**src/rtl/desc_dma_pkg.sv**
```systemverilog
package desc_dma_pkg;
  typedef enum logic [2:0] {
    S_IDLE, S_DRD, S_DWT, S_DECIDE, S_XRD, S_XWT, S_XWR, S_NEXT
  } seq_state_e;

  localparam int CSR_EN    = 0;
  localparam int CSR_START = 1;
  localparam int CSR_ABORT = 2;
  localparam int CSR_DONE  = 3;
  localparam int CSR_BUSY  = 4;

  localparam int MODE_IRQ = 0;
  localparam int MODE_DIR = 1;

  localparam logic [1:0] OFF_CSR  = 2'd0;
  localparam logic [1:0] OFF_MODE = 2'd1;
  localparam logic [1:0] OFF_PTR  = 2'd2;
  localparam logic [1:0] OFF_CUR  = 2'd3;
endpackage

```
**src/rtl/desc_dma_regs.sv**
```systemverilog
module desc_dma_regs
  import desc_dma_pkg::*;
#(
  parameter int ADDR_W   = 8,
  parameter int DW       = 32,
  parameter int CHAN_IDX = 0
) (
  input  logic              clk_i,
  input  logic              rst_ni,
  input  logic              we_i,
  input  logic [ADDR_W-1:0] addr_i,
  input  logic [DW-1:0]     wdata_i,
  output logic [DW-1:0]     rdata_o,
  input  logic              busy_i,
  input  logic              done_set_i,
  input  logic              halt_i,
  input  logic [DW-1:0]     cur_desc_i,
  output logic              start_o,
  output logic              abort_o,
  output logic [DW-1:0]     ptr_o,
  output logic              dir_o,
  output logic              irq_o
);
  localparam int CHAN_W = ADDR_W - 4;
  localparam logic [CHAN_W-1:0] CHAN_SEL = CHAN_W'(CHAN_IDX);

  logic          hit, csr_wr;
  logic [1:0]    sel;
  logic          en_q, done_q, irq_en_q, dir_q;
  logic [DW-1:0] ptr_q;
  logic          done_clr;

  assign hit      = (addr_i[ADDR_W-1:4] == CHAN_SEL);
  assign sel      = addr_i[3:2];
  assign csr_wr   = we_i && hit && (sel == OFF_CSR);
  assign done_clr = csr_wr && wdata_i[CSR_DONE];

  assign start_o = csr_wr && wdata_i[CSR_EN] && wdata_i[CSR_START] && !busy_i;
  assign abort_o = csr_wr && wdata_i[CSR_ABORT];

  always_ff @(posedge clk_i or negedge rst_ni) begin
    if (!rst_ni) begin
      en_q     <= 1'b0;
      done_q   <= 1'b0;
      irq_en_q <= 1'b0;
      dir_q    <= 1'b0;
      ptr_q    <= '0;
    end else begin
      if (halt_i)      en_q <= 1'b0;
      else if (csr_wr) en_q <= wdata_i[CSR_EN];

      if (done_set_i)    done_q <= 1'b1;
      else if (done_clr) done_q <= 1'b0;

      if (we_i && hit && sel == OFF_MODE) begin
        irq_en_q <= wdata_i[MODE_IRQ];
        dir_q    <= wdata_i[MODE_DIR];
      end
      if (we_i && hit && sel == OFF_PTR) ptr_q <= wdata_i;
    end
  end

  always_comb begin
    rdata_o = '0;
    if (hit) begin
      case (sel)
        OFF_CSR: begin
          rdata_o[CSR_EN]   = en_q;
          rdata_o[CSR_DONE] = done_q;
          rdata_o[CSR_BUSY] = busy_i;
        end
        OFF_MODE: begin
          rdata_o[MODE_IRQ] = irq_en_q;
          rdata_o[MODE_DIR] = dir_q;
        end
        OFF_PTR: rdata_o = ptr_q;
        default: rdata_o = cur_desc_i;
      endcase
    end
  end

  assign ptr_o = ptr_q;
  assign dir_o = dir_q;
  assign irq_o = done_q && irq_en_q;

  assert_done_sticky_R7: assert property (@(posedge clk_i) disable iff (!rst_ni)
    (done_q && !done_clr) |=> done_q);

  assert_abort_silent_R9: assert property (@(posedge clk_i) disable iff (!rst_ni)
    (halt_i && !done_q && !done_set_i) |=> (!done_q && !en_q && !irq_o));
endmodule

```
**src/rtl/desc_dma_seq.sv**
```systemverilog
module desc_dma_seq
  import desc_dma_pkg::*;
#(
  parameter int DW = 32
) (
  input  logic          clk_i,
  input  logic          rst_ni,
  input  logic          start_i,
  input  logic          abort_i,
  input  logic [DW-1:0] ptr_i,
  input  logic          dir_i,
  output logic          busy_o,
  output logic          done_set_o,
  output logic          halt_o,
  output logic [DW-1:0] cur_desc_o,
  output logic          mem_req_o,
  output logic          mem_we_o,
  output logic [DW-1:0] mem_addr_o,
  output logic [DW-1:0] mem_wdata_o,
  input  logic [DW-1:0] mem_rdata_i,
  input  logic          mem_rvalid_i
);
  localparam int CW = DW - 2;
  localparam logic [DW-1:0] STEP = DW'(4);

  seq_state_e    state_q;
  logic [1:0]    widx_q;
  logic [DW-1:0] cur_q, sys_q, dev_q, nxt_q, data_q;
  logic [CW-1:0] cnt_q;
  logic          dir_q, abort_q;
  logic          at_chk;

  // abort is only honoured where no read is outstanding
  assign at_chk = (state_q == S_DRD) || (state_q == S_DECIDE) ||
                  (state_q == S_XRD) || (state_q == S_NEXT);
  assign halt_o     = abort_q && at_chk;
  assign done_set_o = (state_q == S_NEXT) && !abort_q && nxt_q[0];
  assign busy_o     = (state_q != S_IDLE);
  assign cur_desc_o = cur_q;

  always_comb begin
    mem_req_o   = 1'b0;
    mem_we_o    = 1'b0;
    mem_addr_o  = '0;
    mem_wdata_o = '0;
    case (state_q)
      S_DRD: begin
        mem_req_o  = !abort_q;
        mem_addr_o = cur_q + DW'({widx_q, 2'b00});
      end
      S_XRD: begin
        mem_req_o  = !abort_q;
        mem_addr_o = dir_q ? dev_q : sys_q;
      end
      S_XWR: begin
        mem_req_o   = 1'b1;
        mem_we_o    = 1'b1;
        mem_addr_o  = dir_q ? sys_q : dev_q;
        mem_wdata_o = data_q;
      end
      default: ;
    endcase
  end

  always_ff @(posedge clk_i or negedge rst_ni) begin
    if (!rst_ni) begin
      state_q <= S_IDLE;
      widx_q  <= '0;
      cur_q   <= '0;
      sys_q   <= '0;
      dev_q   <= '0;
      nxt_q   <= '0;
      data_q  <= '0;
      cnt_q   <= '0;
      dir_q   <= 1'b0;
      abort_q <= 1'b0;
    end else begin
      if (abort_i && state_q != S_IDLE) abort_q <= 1'b1;
      case (state_q)
        S_IDLE: begin
          abort_q <= 1'b0;
          if (start_i) begin
            cur_q   <= {ptr_i[DW-1:4], 4'b0000};
            dir_q   <= dir_i;
            widx_q  <= '0;
            state_q <= S_DRD;
          end
        end
        S_DRD: begin
          if (abort_q) begin
            abort_q <= 1'b0;
            state_q <= S_IDLE;
          end else state_q <= S_DWT;
        end
        S_DWT: begin
          if (mem_rvalid_i) begin
            case (widx_q)
              2'd0:    sys_q <= mem_rdata_i;
              2'd1:    dev_q <= mem_rdata_i;
              2'd2:    cnt_q <= mem_rdata_i[DW-1:2];
              default: nxt_q <= mem_rdata_i;
            endcase
            if (widx_q == 2'd3) state_q <= S_DECIDE;
            else begin
              widx_q  <= widx_q + 2'd1;
              state_q <= S_DRD;
            end
          end
        end
        S_DECIDE: begin
          if (abort_q) begin
            abort_q <= 1'b0;
            state_q <= S_IDLE;
          end else if (cnt_q == '0) state_q <= S_NEXT;
          else state_q <= S_XRD;
        end
        S_XRD: begin
          if (abort_q) begin
            abort_q <= 1'b0;
            state_q <= S_IDLE;
          end else state_q <= S_XWT;
        end
        S_XWT: begin
          if (mem_rvalid_i) begin
            data_q  <= mem_rdata_i;
            state_q <= S_XWR;
          end
        end
        S_XWR: begin
          sys_q   <= sys_q + STEP;
          dev_q   <= dev_q + STEP;
          cnt_q   <= cnt_q - CW'(1);
          state_q <= (cnt_q == CW'(1)) ? S_NEXT : S_XRD;
        end
        S_NEXT: begin
          if (abort_q) begin
            abort_q <= 1'b0;
            state_q <= S_IDLE;
          end else if (nxt_q[0]) state_q <= S_IDLE;
          else begin
            cur_q   <= {nxt_q[DW-1:4], 4'b0000};
            widx_q  <= '0;
            state_q <= S_DRD;
          end
        end
        default: state_q <= S_IDLE;
      endcase
    end
  end

  assert_zero_skip_R6: assert property (@(posedge clk_i) disable iff (!rst_ni)
    (state_q == S_XRD) |-> (cnt_q != '0));

  assert_halt_quiet_R9: assert property (@(posedge clk_i) disable iff (!rst_ni)
    halt_o |=> (!mem_req_o && !busy_o));

  assert_rvalid_wait_R2: assert property (@(posedge clk_i) disable iff (!rst_ni)
    mem_rvalid_i |-> (state_q == S_DWT || state_q == S_XWT));

  assert_idle_quiet_R1: assert property (@(posedge clk_i) disable iff (!rst_ni)
    (!busy_o && !start_i) |=> !mem_req_o);
endmodule

```
**src/rtl/desc_dma_chan.sv**
```systemverilog
module desc_dma_chan
  import desc_dma_pkg::*;
#(
  parameter int ADDR_W   = 8,
  parameter int DW       = 32,
  parameter int CHAN_IDX = 0
) (
  input  logic              clk_i,
  input  logic              rst_ni,
  input  logic              reg_we_i,
  input  logic [ADDR_W-1:0] reg_addr_i,
  input  logic [DW-1:0]     reg_wdata_i,
  output logic [DW-1:0]     reg_rdata_o,
  output logic              irq_o,
  output logic              mem_req_o,
  output logic              mem_we_o,
  output logic [DW-1:0]     mem_addr_o,
  output logic [DW-1:0]     mem_wdata_o,
  input  logic [DW-1:0]     mem_rdata_i,
  input  logic              mem_rvalid_i
);
  logic          start, abort, busy, done_set, halt, dir;
  logic [DW-1:0] ptr, cur_desc;

  desc_dma_regs #(.ADDR_W(ADDR_W), .DW(DW), .CHAN_IDX(CHAN_IDX)) u_regs (
    .clk_i      (clk_i),
    .rst_ni     (rst_ni),
    .we_i       (reg_we_i),
    .addr_i     (reg_addr_i),
    .wdata_i    (reg_wdata_i),
    .rdata_o    (reg_rdata_o),
    .busy_i     (busy),
    .done_set_i (done_set),
    .halt_i     (halt),
    .cur_desc_i (cur_desc),
    .start_o    (start),
    .abort_o    (abort),
    .ptr_o      (ptr),
    .dir_o      (dir),
    .irq_o      (irq_o)
  );

  desc_dma_seq #(.DW(DW)) u_seq (
    .clk_i        (clk_i),
    .rst_ni       (rst_ni),
    .start_i      (start),
    .abort_i      (abort),
    .ptr_i        (ptr),
    .dir_i        (dir),
    .busy_o       (busy),
    .done_set_o   (done_set),
    .halt_o       (halt),
    .cur_desc_o   (cur_desc),
    .mem_req_o    (mem_req_o),
    .mem_we_o     (mem_we_o),
    .mem_addr_o   (mem_addr_o),
    .mem_wdata_o  (mem_wdata_o),
    .mem_rdata_i  (mem_rdata_i),
    .mem_rvalid_i (mem_rvalid_i)
  );

  assert_irq_needs_done_R8: assert property (@(posedge clk_i) disable iff (!rst_ni)
    (halt && !irq_o) |=> !irq_o);
endmodule

```
**config.mk**
```make
export PLATFORM = sky130hd
export DESIGN_NAME = desc_dma_chan
export DESIGN_NICKNAME = d
export VERILOG_FILES = /design/src/rtl/desc_dma_pkg.sv /design/src/rtl/desc_dma_regs.sv /design/src/rtl/desc_dma_seq.sv /design/src/rtl/desc_dma_chan.sv
export SDC_FILE = /design/constraint.sdc
export NUM_CORES = 1
export LEC_CHECK = 0
export BUFFER_PORTS_ARGS = -buffer_cell sky130_fd_sc_hd__buf_2
export CORE_ASPECT_RATIO = 0.7
export CORE_MARGIN = 1
export CORE_UTILIZATION = 25
export CTS_CLUSTER_SIZE = 14
export DETAILED_ROUTE_END_ITERATION = 12
export GPL_TIMING_DRIVEN = 0
export HOLD_SLACK_MARGIN = 0.08
export PLACE_DENSITY = 0.48
export RECOVER_POWER = 50
export SKIP_CTS_REPAIR_TIMING = 1
export SLEW_MARGIN = 20
export SYNTH_ARGS = -nofsm -noshare
export SYNTH_HDL_FRONTEND = slang
export SYNTH_SLANG_ARGS = --single-unit
```
**constraint.sdc**
```tcl
create_clock -name clk_i -period 2.1 [get_ports clk_i]
set_input_delay 0.105 -clock clk_i [delete_from_list [all_inputs] [get_ports clk_i]]
set_output_delay 0.105 -clock clk_i [all_outputs]
set_load 0.02 [all_outputs]
```
### Word level (Yosys, flattened, before mapping)

Index checks and enable logic that the tools add are counted.

* $add $sub $neg: 5
* equality and inequality tests: 22
* multiplexer cells: 50
* bitwise logic cells: 1
* reduce and logical (&&, ||, !) cells: 43

Operators by type and width (count)
* $mux 32: 11
* $pmux 32 s2: 3
* $pmux 32 s3: 1
* $add 32x3->32 const B: 2
* $mux 30: 2
* $pmux 30 s2: 1
* $pmux 27 s2: 1
* $add 32x4->32: 1
* $eq 30x1->1 const B: 1
* $logic_not 30->1: 1
* $sub 30x1->30 const B: 1
* $pmux 3 s8: 1
* $mux 2: 9
* $mux 3: 6
* $ne 2x2->1 const B: 9
* $reduce_and 3->1: 5
* $logic_and 1x1->1: 14
* $eq 3x3->1 const B: 4
* $pmux 2 s3: 2
* $mux 1: 8
* $reduce_bool 2->1: 4
* $eq 2x2->1 const B: 3
* $eq 3x2->1 const B: 2
* $pmux 1 s2: 3
* other kinds (17): 26

* flip-flop bits (word level): 233
* input bits: 76
* output and inout port bits: 99
* logic and storage cells: 136

### Logic depth before layout (Yosys ltp)

Gate-level depths: netlist (run 1).

* word-level depth: 8
* mapped depth: 10
* gate-level depth less buffers: 7

### Cells and area by module

A second synthesis (run 1) with hierarchy kept.

* cells, all modules: 1375
* area, all modules: 12959.9 sq um

Modules (own cells, without submodules)
* desc_dma_seq: times used 1, cells each 1209, area an instance 10994.3 sq um, sequential area each 4754.6 sq um
* desc_dma_regs: times used 1, cells each 166, area an instance 1965.6 sq um, sequential area each 900.9 sq um

### Worst setup path after synthesis (run 1)

Ideal clock, no wire load.

* path kind: flip-flop to flip-flop
* from: register u_seq.cnt_q[6]
* to: register u_seq.cnt_q[26]
* arrival time: 2152 ps
* setup slack: -175 ps
* stages on the path, launching flop included: 6
* cell sequence: dfrtp_1 -> nor4_1 -> nand4b_1 -> or4_1 -> or2_2 -> o221a_2

* cells in the longest elaborated chain, start to end: 2

RTL lines
* start: declaration: line desc_dma_seq.sv:29 `logic [CW-1:0] cnt_q;`
* start signal: assignment: line desc_dma_seq.sv:100 `2'd2: cnt_q <= mem_rdata_i[DW-1:2];`
* start signal: assignment: line desc_dma_seq.sv:132 `cnt_q <= cnt_q - CW'(1);`
* $sub 30x1->30: line desc_dma_seq.sv:132
* $pmux 30 s2: line desc_dma_seq.sv:79 `case (state_q)`

Every way passes these cells.
A chain may end at the register's enable or synchronous reset.

### Worst setup path after layout (run 1)

* from: register u_seq.state_q[0]
* to: output port mem_addr_o[30]

* cells in the longest elaborated chain, start to end: 2

RTL lines
* start: declaration: line desc_dma_seq.sv:26 `seq_state_e state_q;`
* start signal: assignment: line desc_dma_seq.sv:133 `state_q <= (cnt_q == CW'(1)) ? S_NEXT : S_XRD;`
* $eq 3x3->1 / $eq 3x1->1 (equally long branches): line desc_dma_seq.sv:46 `case (state_q)`
* $pmux 32 s3 (*): line desc_dma_seq.sv:46
* end: declaration: line desc_dma_chan.sv:17 `output logic [DW-1:0] mem_addr_o,`

Every way passes the cells marked *; elsewhere a longest branch is shown, timed or not.

==> results.md, run 1 <==
- Sequential power share: 0.357
- CP Launch Point: u_seq.state_q[0]
- Reg2Reg Capture Point: u_seq.state_q[1]
- Antenna viol nets, final: 0
- DR pass1 iterations: 6
- Slowest CP cell: dfrtp_2
- Critical path class: reg -> out
- Comb pwr share: 0.401
- Clk slew on worst S/H paths: 0.06 ns
- Failing checks: capacitance limit, slew limit, setup timing
- Internal power: 0.0128 W
- FF-to-FF path depth: 5
- Die H: 192 um
- Worst EP arrival: 2.56 ns
- RR Startpoint: u_seq.cnt_q[24]
- Worst-Skew Late Latency: 0.57 ns
- Switching Share: 0.413
- Pleak: 8.20 nW
- Unrepaired setup endpoints after global routing: yes
- Die footprint: 52300 sq um
- Clk pwr share: 0.242
- Crit path largest cell delay: 0.46 ns
- Dominant synthesized flop cell: dfrtp_1
- Deepest clock path buffer count: 3
- First-pass GRT wire length: 77400 um
- Fin cells: 2440
- Flip-flop and latch count after synthesis: 226
- Worst setup SP type: register
- DP HPWL: 40300 um
- Max Fclk: 0.375 GHz
- Synth unique cells: 68
- Sw Pwr: 0.00901 W
- Drt initial violations: 1250
- DR WL met2: 23500 um
- Syn avg cell area: 9.11 sq um
- Initial antenna violation count: 1
- Cell family with most CP delay: buffers and inverters
- Vias in the first global route: 11400
- Bufs and invs on worst path: 4
- Share of layout cells above drive strength 1: 0.364
- Post-DP Area: 14600 sq um
- Final hold violation count: 0
- Post-Synthesis Cells: 1410
- H-Tree Depth: 1
- Overall power: 0.0218 W
- Slew Viols, Final: 63
- EDFF count, synth: 0
- Crit path capture: mem_addr_o[30]
- Post-synthesis sequential area ratio: 0.441
- Largest net degree at the start of global routing: 86
- Via Count: 13200
- CP most frequent cell: buf_6
- Overall Global Routing Usage: 0.198
- CP endpoint kind: output pin
- Residual DRC count: 0
- Synth Warn #: 0
- Status: finished, violations left
- Final critical-path required period: 2.66 ns
- Input/output buffers: 171
- Width of the die: 273 um
- Worst-margin pin slew: 1.79 ns
- Worst Path Required: 2.00 ns
- Met3 wire len: 4800 um
- Crit path cell chain: nand3b_1, buf_6, clkbuf_4, buf_6, nor2_1, a21oi_1, o21ai_2, buf_4
- CTS tree: yes
- Slew margin rel.: -0.196
- Post-Syn Area: 12800 sq um
- Drt total wl: 55700 um
- Ys async rst share: 1.00
- PnR worst setup slack: -0.565 ns
- Number of fill cells in the layout: 5138
- Clock sinks: 226
- Layout Skew: 0.0210 ns
- IO Pins: 175
- Metal-1 WL: 26400 um
- Core Region: 50700 sq um
- Multi-input logic area: 7620 sq um
- R2r setup slk: -0.34 ns
- Vias/cell: 5.43
- Root buffer cell: clkbuf_16
- GRT overflow: 0
- Row count: 69
- # nets final: 1834
- Synth-to-layout area growth: 42.4%
- Routability Congestion: 0.912
- Power per cell area: 1190 nW/um^2
- Mapped Nets: 1499
- Final instance area: 18300 sq um
- Dpl cells: 2257
- VDD IR max: 0.000758 V
- Worst Hold Class: in -> reg
- Wire per inst: 22.8 um
- Period utilization: 1.27
- Max-cap violations: 1
- Top Metal Used: met5
- Initial core utilization: 0.253
- Critical path depth in cells: 8
- CTS Buf Count: 28
- Sequential cell area: 5680 sq um
- Setup Viol. Count Final: 79
- CP max FO: 10
## cell type report
| class | count | area share |
|---|---|---|
| antenna | 1 | 0.000137 |
| buffer | 97 | 0.0408 |
| clock buffer | 37 | 0.0446 |
| clock inverter | 13 | 0.00937 |
| inverter | 16 | 0.00328 |
| multi-input combinational | 1060 | 0.417 |
| sequential | 226 | 0.311 |
| tap | 674 | 0.0461 |
| timing repair buffer | 316 | 0.128 |
## power by group through the flow
stage	combinational [W]	sequential [W]	clock, W
floorplan	0.00465	0.00682	0
global placement	0.00674	0.00736	0
detailed placement	0.00684	0.00741	0
CTS	0.00687	0.00734	0.00542
global route	0.00941	0.00800	0.00557
finish	0.00875	0.00780	0.00529
## layer usage
layer | vias to the layer above | global-route usage
met1 | 6664 | 0.305
li1 | 5904 | -
met4 | 2 | 0.0324
met2 | 598 | 0.280
met3 | 71 | 0.0436
met5 | - | 0
## cells in the final DEF, fill, tap and decap left out, types with 9 or more instances in the layout
| master | n |
|---|---|
| nor3_1 | 20 |
| a221oi_2 | 21 |
| a31oi_1 | 12 |
| clkbuf_16 | 32 |
| dfrtp_1 | 205 |
| dfrtp_2 | 21 |
| o21ai_0 | 65 |
| clkbuf_2 | 22 |
| and2_1 | 32 |
| buf_12 | 12 |
| nor2_1 | 122 |
| dlygate4sd3_1 | 69 |
| buf_2 | 162 |
| a21oi_2 | 20 |
| buf_6 | 30 |
| a22oi_1 | 36 |
| nand4_1 | 17 |
| o211ai_1 | 12 |
| and3_1 | 15 |
| nand3_1 | 44 |
| a21oi_1 | 98 |
| ha_1 | 11 |
| nand2_1 | 150 |
| a21o_1 | 31 |
| clkbuf_4 | 11 |
| buf_4 | 79 |
| mux2_2 | 96 |
| mux2i_1 | 29 |
| o22a_1 | 9 |
| clkbuf_1 | 22 |
| o22ai_1 | 13 |
| inv_1 | 14 |
## through the flow
step                 util   TNS, ns  hold WS (ns)  setup WS (ns)
floorplan               -    -0.182        -0.191        -0.0679
global placement    0.288  -1004.08         0.337          -3.65
detailed placement  0.289   -196.34         0.108          -1.90
CTS                 0.308   -233.17        -0.499          -2.52
global route        0.361    -41.13         0.122         -0.586
finish              0.361    -30.26        0.0963         -0.565
## flip-flops by register name (all words and copies together) (netlist names)
register	cells
u_seq.widx_q	2
u_seq.data_q	32
u_seq.cur_desc_o	28
u_seq.cnt_q	30
u_seq.dir_q	1
u_seq.dev_q	32
u_seq.sys_q	32
u_regs.en_q	1
u_seq.state_q	3
u_seq.abort_q	1
u_seq.nxt_q	29
u_regs.dir_o	1
u_regs.done_q	1
u_regs.irq_en_q	1
u_regs.ptr_o	32
## worst reg2reg max path, delay by kind of cell, from the launching register on
kind	cells	cell delay (ns)
AOI/OAI and AO/OA	2	0.65
DFF	1	0.40
and+or+nand+nor	3	1.30
## cell usage after synthesis, types with 3 or more instances
cell / count / area, sq um
or2_2: 8 / 50.1
a221oi_1: 31 / 272
nand3_1: 52 / 260
o221a_2: 4 / 45.0
or4_1: 10 / 75.1
buf_1: 7 / 26.3
o22a_1: 9 / 78.8
a211oi_1: 7 / 52.6
a21o_1: 31 / 233
o31ai_1: 3 / 22.5
o311ai_0: 14 / 123
a41oi_1: 5 / 43.8
o21ai_0: 68 / 340
nand3b_1: 3 / 22.5
mux2i_1: 29 / 290
a311oi_1: 6 / 52.6
buf_2: 4 / 20.0
ha_1: 13 / 163
and4_1: 5 / 43.8
a22oi_1: 39 / 293
a22o_1: 3 / 26.3
nor4_1: 11 / 68.8
and2_1: 38 / 238
a31oi_1: 19 / 119
o211ai_1: 12 / 90.1
o21a_1: 3 / 22.5
and3_1: 17 / 106
mux2_2: 96 / 1080
inv_1: 16 / 60.1
nor2b_1: 4 / 25.0
a31o_2: 3 / 26.3
or3_1: 6 / 37.5
dfrtp_1: 226 / 5660
a211o_1: 3 / 26.3
nand4_1: 17 / 106
nor3_1: 25 / 125
nand2_1: 162 / 608
o22ai_1: 13 / 81.3
clkbuf_1: 97 / 364
and4b_1: 3 / 30.0
a21oi_1: 120 / 601
nor2_1: 131 / 492
## cell families after synthesis
family                     share of synthesized area
xor gates and xnor gates                     0.00136
buffers and inverters                         0.0366
and+or+nand+nor                                0.188
adders and majority gates                     0.0127
DFF                                            0.441
AOI/OAI and AO/OA                              0.214
muxes                                          0.107
## how the worst min path moves through the flow
stage                    startpoint          endpoint  depth (start not counted)
floorplan                    rst_ni      u_regs.dir_o                          0
global placement    reg_wdata_i[12]  u_regs.ptr_o[12]                          2
finish                reg_addr_i[6]       u_regs.en_q                          5
detailed placement           rst_ni   u_seq.nxt_q[27]                          1
CTS                          rst_ni   u_seq.nxt_q[27]                          1
global route          reg_addr_i[6]       u_regs.en_q                          5
Note: power is estimated with default switching activity, not from simulation.
==> inputs of run 2 (changes only) <==
- TNS_END_PERCENT: default -> 1
==> run 2 against run 1 <==
Compared with the run above: the flow finishes with violations (setup timing); clock skew decreased by 0.0072 ns; clock power fell by 5.1%; cell count decreased by 1.8%; hold slack better by 0.0092 ns; first-iteration DRC count increased by 7.2%; cell area fell by 4.6%; critical endpoint is now mem_addr_o[31]; highest routed layer is now met4.
==> results.md, run 2 (synthesized netlist as in run 1, its figures left out) <==
- VDD IR max: 0.000537 V (-29%)
- Critical path class: reg -> out
- Unrepaired setup endpoints after global routing: yes
- Width of the die: 273 um (unchanged)
- Vias in the first global route: 11700 (+2.8%)
- Max-cap violations: 0 (-1)
- Die footprint: 52300 sq um (unchanged)
- Final instance area: 17400 sq um (-4.6%)
- # nets final: 1792 (-2.3%)
- Antenna viol nets, final: 0 (unchanged)
- Wire per inst: 23.1 um (+1.1%)
- WHS Path Cells: 5 (unchanged)
- GRT overflow: 0 (unchanged)
- Failing checks: setup timing
- Clk slew on worst S/H paths: 0.07 ns (about the same)
- CP endpoint kind: output pin
- Drt total wl: 55300 um (-0.73%)
- IO Pins: 175 (unchanged)
- H-Tree Depth: 1 (unchanged)
- CP max FO: 10 (unchanged)
- DR pass1 iterations: 5 (-1)
- Hold endpoint: u_regs.en_q
- Setup Viol. Count Final: 217 (+170%)
- First-pass GRT wire length: 79100 um (+2.2%)
- Initial core utilization: 0.253 (unchanged)
- Post-DP Area: 14600 sq um (about the same)
- Root buffer cell: clkbuf_16
- Period utilization: 1.27 (+0.00318)
- Worst-margin pin slew: 1.02 ns (-0.777 ns)
- Share of layout cells above drive strength 1: 0.296 (-0.0680)
- RR Startpoint: u_seq.dev_q[8]
- Initial antenna violation count: 0 (-1)
- Worst Hold Class: in -> reg
- Synth-to-layout area growth: 35.9%
- Die H: 192 um (unchanged)
- Drt initial violations: 1340 (+7.2%)
- Slew margin rel.: 0.322 (+0.518)
- Worst-Skew Late Latency: 0.58 ns (about the same)
- Clock sinks: 226 (unchanged)
- PnR worst setup slack: -0.571 ns (-0.00668 ns)
- Final hold violation count: 0 (unchanged)
- Layout Skew: 0.0138 ns (-0.00722 ns)
- Hold Startpoint: reg_addr_i[6]
- Row count: 69 (unchanged)
- Input/output buffers: 171 (unchanged)
- Status: finished, violations left
- Core Region: 50700 sq um (unchanged)
- Residual DRC count: 0 (unchanged)
- CTS tree: yes
- Slew Viols, Final: 0 (-100%)
- Overall power: 0.0209 W (-4.4%)
- Worst EP arrival: 2.57 ns (about the same)
- Overall Global Routing Usage: 0.202 (+0.00443)
- Routability Congestion: 0.941 (+3.2%)
- FF-to-FF path depth: 8 (+3)
- Fin cells: 2396 (-1.8%)
- Deepest clock path buffer count: 3 (unchanged)
- Most common cell after layout, fill and taps aside: dfrtp_1
- CP Launch Point: u_seq.state_q[0]
- Via Count: 13000 (-1.8%)
- Max Fclk: 0.374 GHz (-0.25%)
- Worst Path Required: 2.00 ns (about the same)
- DP HPWL: 40500 um (+0.60%)
- Most frequent cells in the layout: dfrtp_1 (221), nand2_1 (154), buf_2 (150), nor2_1 (124), a21oi_1 (98)
- CTS Buf Count: 27 (-3.6%)
- Largest net degree at the start of global routing: 91 (+5.8%)
- Final critical-path required period: 2.67 ns (+0.00668 ns)
- Dpl cells: 2257 (unchanged)
- Power per cell area: 1200 nW/um^2 (+0.25%)
- R2r setup slk: -0.46 ns (-0.12 ns)
- Reg2Reg Capture Point: u_seq.dev_q[21]
- Pleak: 7.76 nW (-5.4%)
- Worst setup SP type: register
- Vias/cell: 5.42 (about the same)
run 2: layer usage:
| layer | vias up | routed length [um] | GRT usage |
|---|---|---|---|
| met5 | - | 0 | 0 |
| met4 | 0 | 1370 | 0.0337 |
| met3 | 91 | 4760 | 0.0390 |
| met2 | 569 | 22800 | 0.291 |
| met1 | 6508 | 26300 | 0.312 |
| li1 | 5830 | - | - |
run 2: critical path, cell delays in order (launching register included):
cell	delay [ns]
dfrtp_2	0.45
nand3b_1	0.34
inv_2	0.21
buf_12	0.15
buf_12	0.16
a22oi_2	0.10
a21oi_2	0.26
a21o_1	0.18
buf_6	0.13
run 2: area by class of cell:
cell class	instances	area [sq um]
multi-input cells	1060	7270
fillers	5244	33200
flip-flops and latches	226	5660
well taps	674	843
diodes	1	2.50
repair buffers	266	1950
inverters	16	60.1
plain buffers	106	733
clock inverters	10	143
clock buffers	37	773
run 2: worst max path at each step:
stage | end | cells past startpoint
after global placement | u_seq.nxt_q[5] | 1
final | mem_addr_o[31] | 8
after CTS | mem_addr_o[30] | 8
after global routing | mem_addr_o[17] | 9
after floorplan | u_seq.state_q[1] | 5
after detailed placement | mem_addr_o[30] | 8
run 2: where the power goes:
group | switching, W | internal [W]
clock network | 0.00208 | 0.00294
registers | 0.00180 | 0.00578
logic | 0.00483 | 0.00346
run 2: metrics by stage:
stage                     worst slack (ns)  setup TNS, ns  utilization  hold WS (ns)
after floorplan                    -0.0685         -0.397            -        -0.191
after global placement               -3.64       -1008.77        0.287         0.337
after detailed placement             -1.78        -199.31        0.289        0.0661
after CTS                            -2.40        -236.79        0.307        -0.553
after global routing                -0.622         -83.45        0.344         0.127
final                               -0.571         -61.33        0.344         0.106
==> inputs of run 3 (changes only) <==
- SKIP_CTS_REPAIR_TIMING: 1 -> default
==> run 3 against run 2 <==
Compared with the run above: die area is the same; global-route usage grew 0.66 points; via count grew 0.78%; largest cell class unchanged; clock skew grew 0.0052 ns; combinational power grew 3.6%; core utilization grew 0.70 points; cell area grew 2.0%; register-to-register slack gained 0.10 ns; the flow still finishes with violations (setup timing); clock power is essentially flat; sequential share of layout area shrank 0.59 points; total power grew 1.5%; largest power group unchanged.
==> results.md, run 3 (synthesized netlist as in run 1, its figures left out) <==
- Worst EP arrival: 2.50 ns (-0.07 ns)
- Most Crowded Layer GR: met1
- Met1 usage: 0.319 (+0.00718)
- Pleak: 7.88 nW (+1.5%)
- Drt initial violations: 1379 (+2.9%)
- Status: finished, violations left
- Most common cell after layout, fill and taps aside: dfrtp_1
- Max-cap violations: 0 (unchanged)
- Worst-margin pin slew: 1.38 ns (+0.362 ns)
- Width of the die: 273 um (unchanged)
- H-Tree Depth: 1 (unchanged)
- Residual DRC count: 0 (unchanged)
- Unrepaired setup endpoints after global routing: yes
- Deepest clock path buffer count: 3 (unchanged)
- CP max FO: 10 (unchanged)
- Hold slack: 0.106 ns (-0.0000110 ns)
- Setup Viol. Count Final: 105 (-52%)
- Worst Path Required: 2.00 ns (about the same)
- Layout Skew: 0.0190 ns (+0.00520 ns)
- Pre-CTS setup slack: -1.78 ns (unchanged)
- Initial core utilization: 0.253 (unchanged)
- Via Count: 13100 (+0.78%)
- Largest net degree at the start of global routing: 91 (unchanged)
- DR pass1 iterations: 5 (unchanged)
- Core Region: 50700 sq um (unchanged)
- GRT overflow: 0 (unchanged)
- Period utilization: 1.24 (-0.0330)
- Drt total wl: 55600 um (+0.55%)
- CTS tree: yes
- Die H: 192 um (unchanged)
- IO Pins: 175 (unchanged)
- Worst-Skew Late Latency: 0.58 ns (about the same)
- PnR worst setup slack: -0.502 ns (+0.0693 ns)
- Failing checks: setup timing
- Fin util: 0.351 (+0.00696)
- Routability Congestion: 0.941 (unchanged)
- Share of layout cells above drive strength 1: 0.330 (+0.0341)
- M2 GR Usage: 0.303 (+0.0120)
- Slew margin rel.: 0.0800 (-0.242)
- Wire per inst: 23.2 um (+0.43%)
- Clk slew on worst S/H paths: 0.06 ns (about the same)
- CP endpoint kind: output pin
- Number of fill cells in the layout: 5192 (-0.99%)
- Die footprint: 52300 sq um (unchanged)
- Most frequent cells in the layout: dfrtp_1 (213), nand2_1 (150), buf_2 (146), nor2_1 (121), mux2_2 (96)
- Input/output buffers: 171 (unchanged)
- # nets final: 1796 (+0.22%)
- GR Util met3: 0.0390 (unchanged)
- First-pass GRT wire length: 82000 um (+3.7%)
- Worst Hold Class: in -> reg
- VDD IR max: 0.000551 V (+2.5%)
- Antenna viol nets, final: 0 (unchanged)
- Ant diodes: 0 (-1)
- Row count: 69 (unchanged)
- Max Fclk: 0.384 GHz (+2.7%)
- Critical path class: reg -> out
- Clock sinks: 226 (unchanged)
- Worst setup SP type: register
- Overall power: 0.0212 W (+1.5%)
- Synth-to-layout area growth: 38.6%
- CTS Buf Count: 27 (unchanged)
- Vias in the first global route: 12300 (+5.0%)
- Overall Global Routing Usage: 0.209 (+0.00659)
- Final critical-path required period: 2.60 ns (-0.0693 ns)
- Slew Viols, Final: 0 (unchanged)
- Initial antenna violation count: 0 (unchanged)
- DP HPWL: 40500 um (unchanged)
- Power per cell area: 1190 nW/um^2 (-0.47%)
- Vias/cell: 5.46 (+0.66%)
- Final hold violation count: 0 (unchanged)
- Total negative setup slack: -28.51 ns (+32.82 ns)
- Root buffer cell: clkbuf_16
run 3: cell types whose count changed in the layout (fill, tap and decap cells not counted), moves of 12 or more:
cell      delta
buf_4       +21
clkbuf_8    +12
clkbuf_1    -19
buf_6       -13
run 3: worst paths after layout:
check                                   endpoint  depth (start not counted)  slack [ns]        startpoint
worst max register to register  u_seq.state_q[1]                          5       -0.36   u_seq.cnt_q[21]
max in group asynchronous         u_seq.dev_q[5]                          4       -0.02            rst_ni
worst max-delay path             mem_wdata_o[30]                          8       -0.50  u_seq.state_q[0]
worst min-delay path                 u_regs.en_q                          5        0.11     reg_addr_i[7]
min in group asynchronous       u_regs.ptr_o[27]                          3        0.92            rst_ni
worst min register to register  u_seq.data_q[23]                          2        0.48  u_seq.data_q[23]
run 3: cell type report:
type | instances | area (sq um) | area share
flip-flops and latches | 226 | 5670 | 0.319
multi-input cells | 1060 | 7470 | 0.420
repair buffers | 269 | 1930 | 0.109
clock inverters | 10 | 143 | 0.00802
well taps | 674 | 843 | 0.0474
clock buffers | 37 | 773 | 0.0435
inverters | 16 | 60.1 | 0.00337
plain buffers | 107 | 900 | 0.0506
run 3: per-layer routing:
layer,vias up,wire length [um]
met1,6584,26800
li1,5846,-
met4,0,1080
met5,-,0
met3,78,4280
met2,592,23400
run 3: report_power, final:
part | leakage [nW] | internal, W | total [W] | switching (W)
clock | 0.452 | 0.00294 | 0.00501 | 0.00207
sequential | 2.80 | 0.00579 | 0.00761 | 0.00182
combinational | 4.63 | 0.00363 | 0.00859 | 0.00496
total | 7.88 | 0.0124 | 0.0212 | 0.00885
run 3: metrics by stage:
| stage | cell area (sq um) | instances |
|---|---|---|
| floorplan | 12900 | 1410 |
| global placement | 14600 | 2255 |
| detailed placement | 14600 | 2257 |
| CTS | 17500 | 2395 |
| global route | 17800 | 2399 |
| finish | 17800 | 2399 |
run 3: repair_timing:
action,4_1_cts,5_1_grt
gates cloned,2,0
hold buffers,71,0
resized for setup,300,114
buffers inserted,19,4
endpoints found under the hold margin,413,0
setup endpoints to repair,246,295
pin swaps,33,23
run 3: worst max-delay path, stage by stage (launching register included):
cell       delay (ns)
dfrtp_2          0.43
nand3b_1         0.30
inv_2            0.16
buf_8            0.15
clkbuf_16        0.16
clkbuf_8         0.22
buf_8            0.17
and2_1           0.15
buf_2            0.16
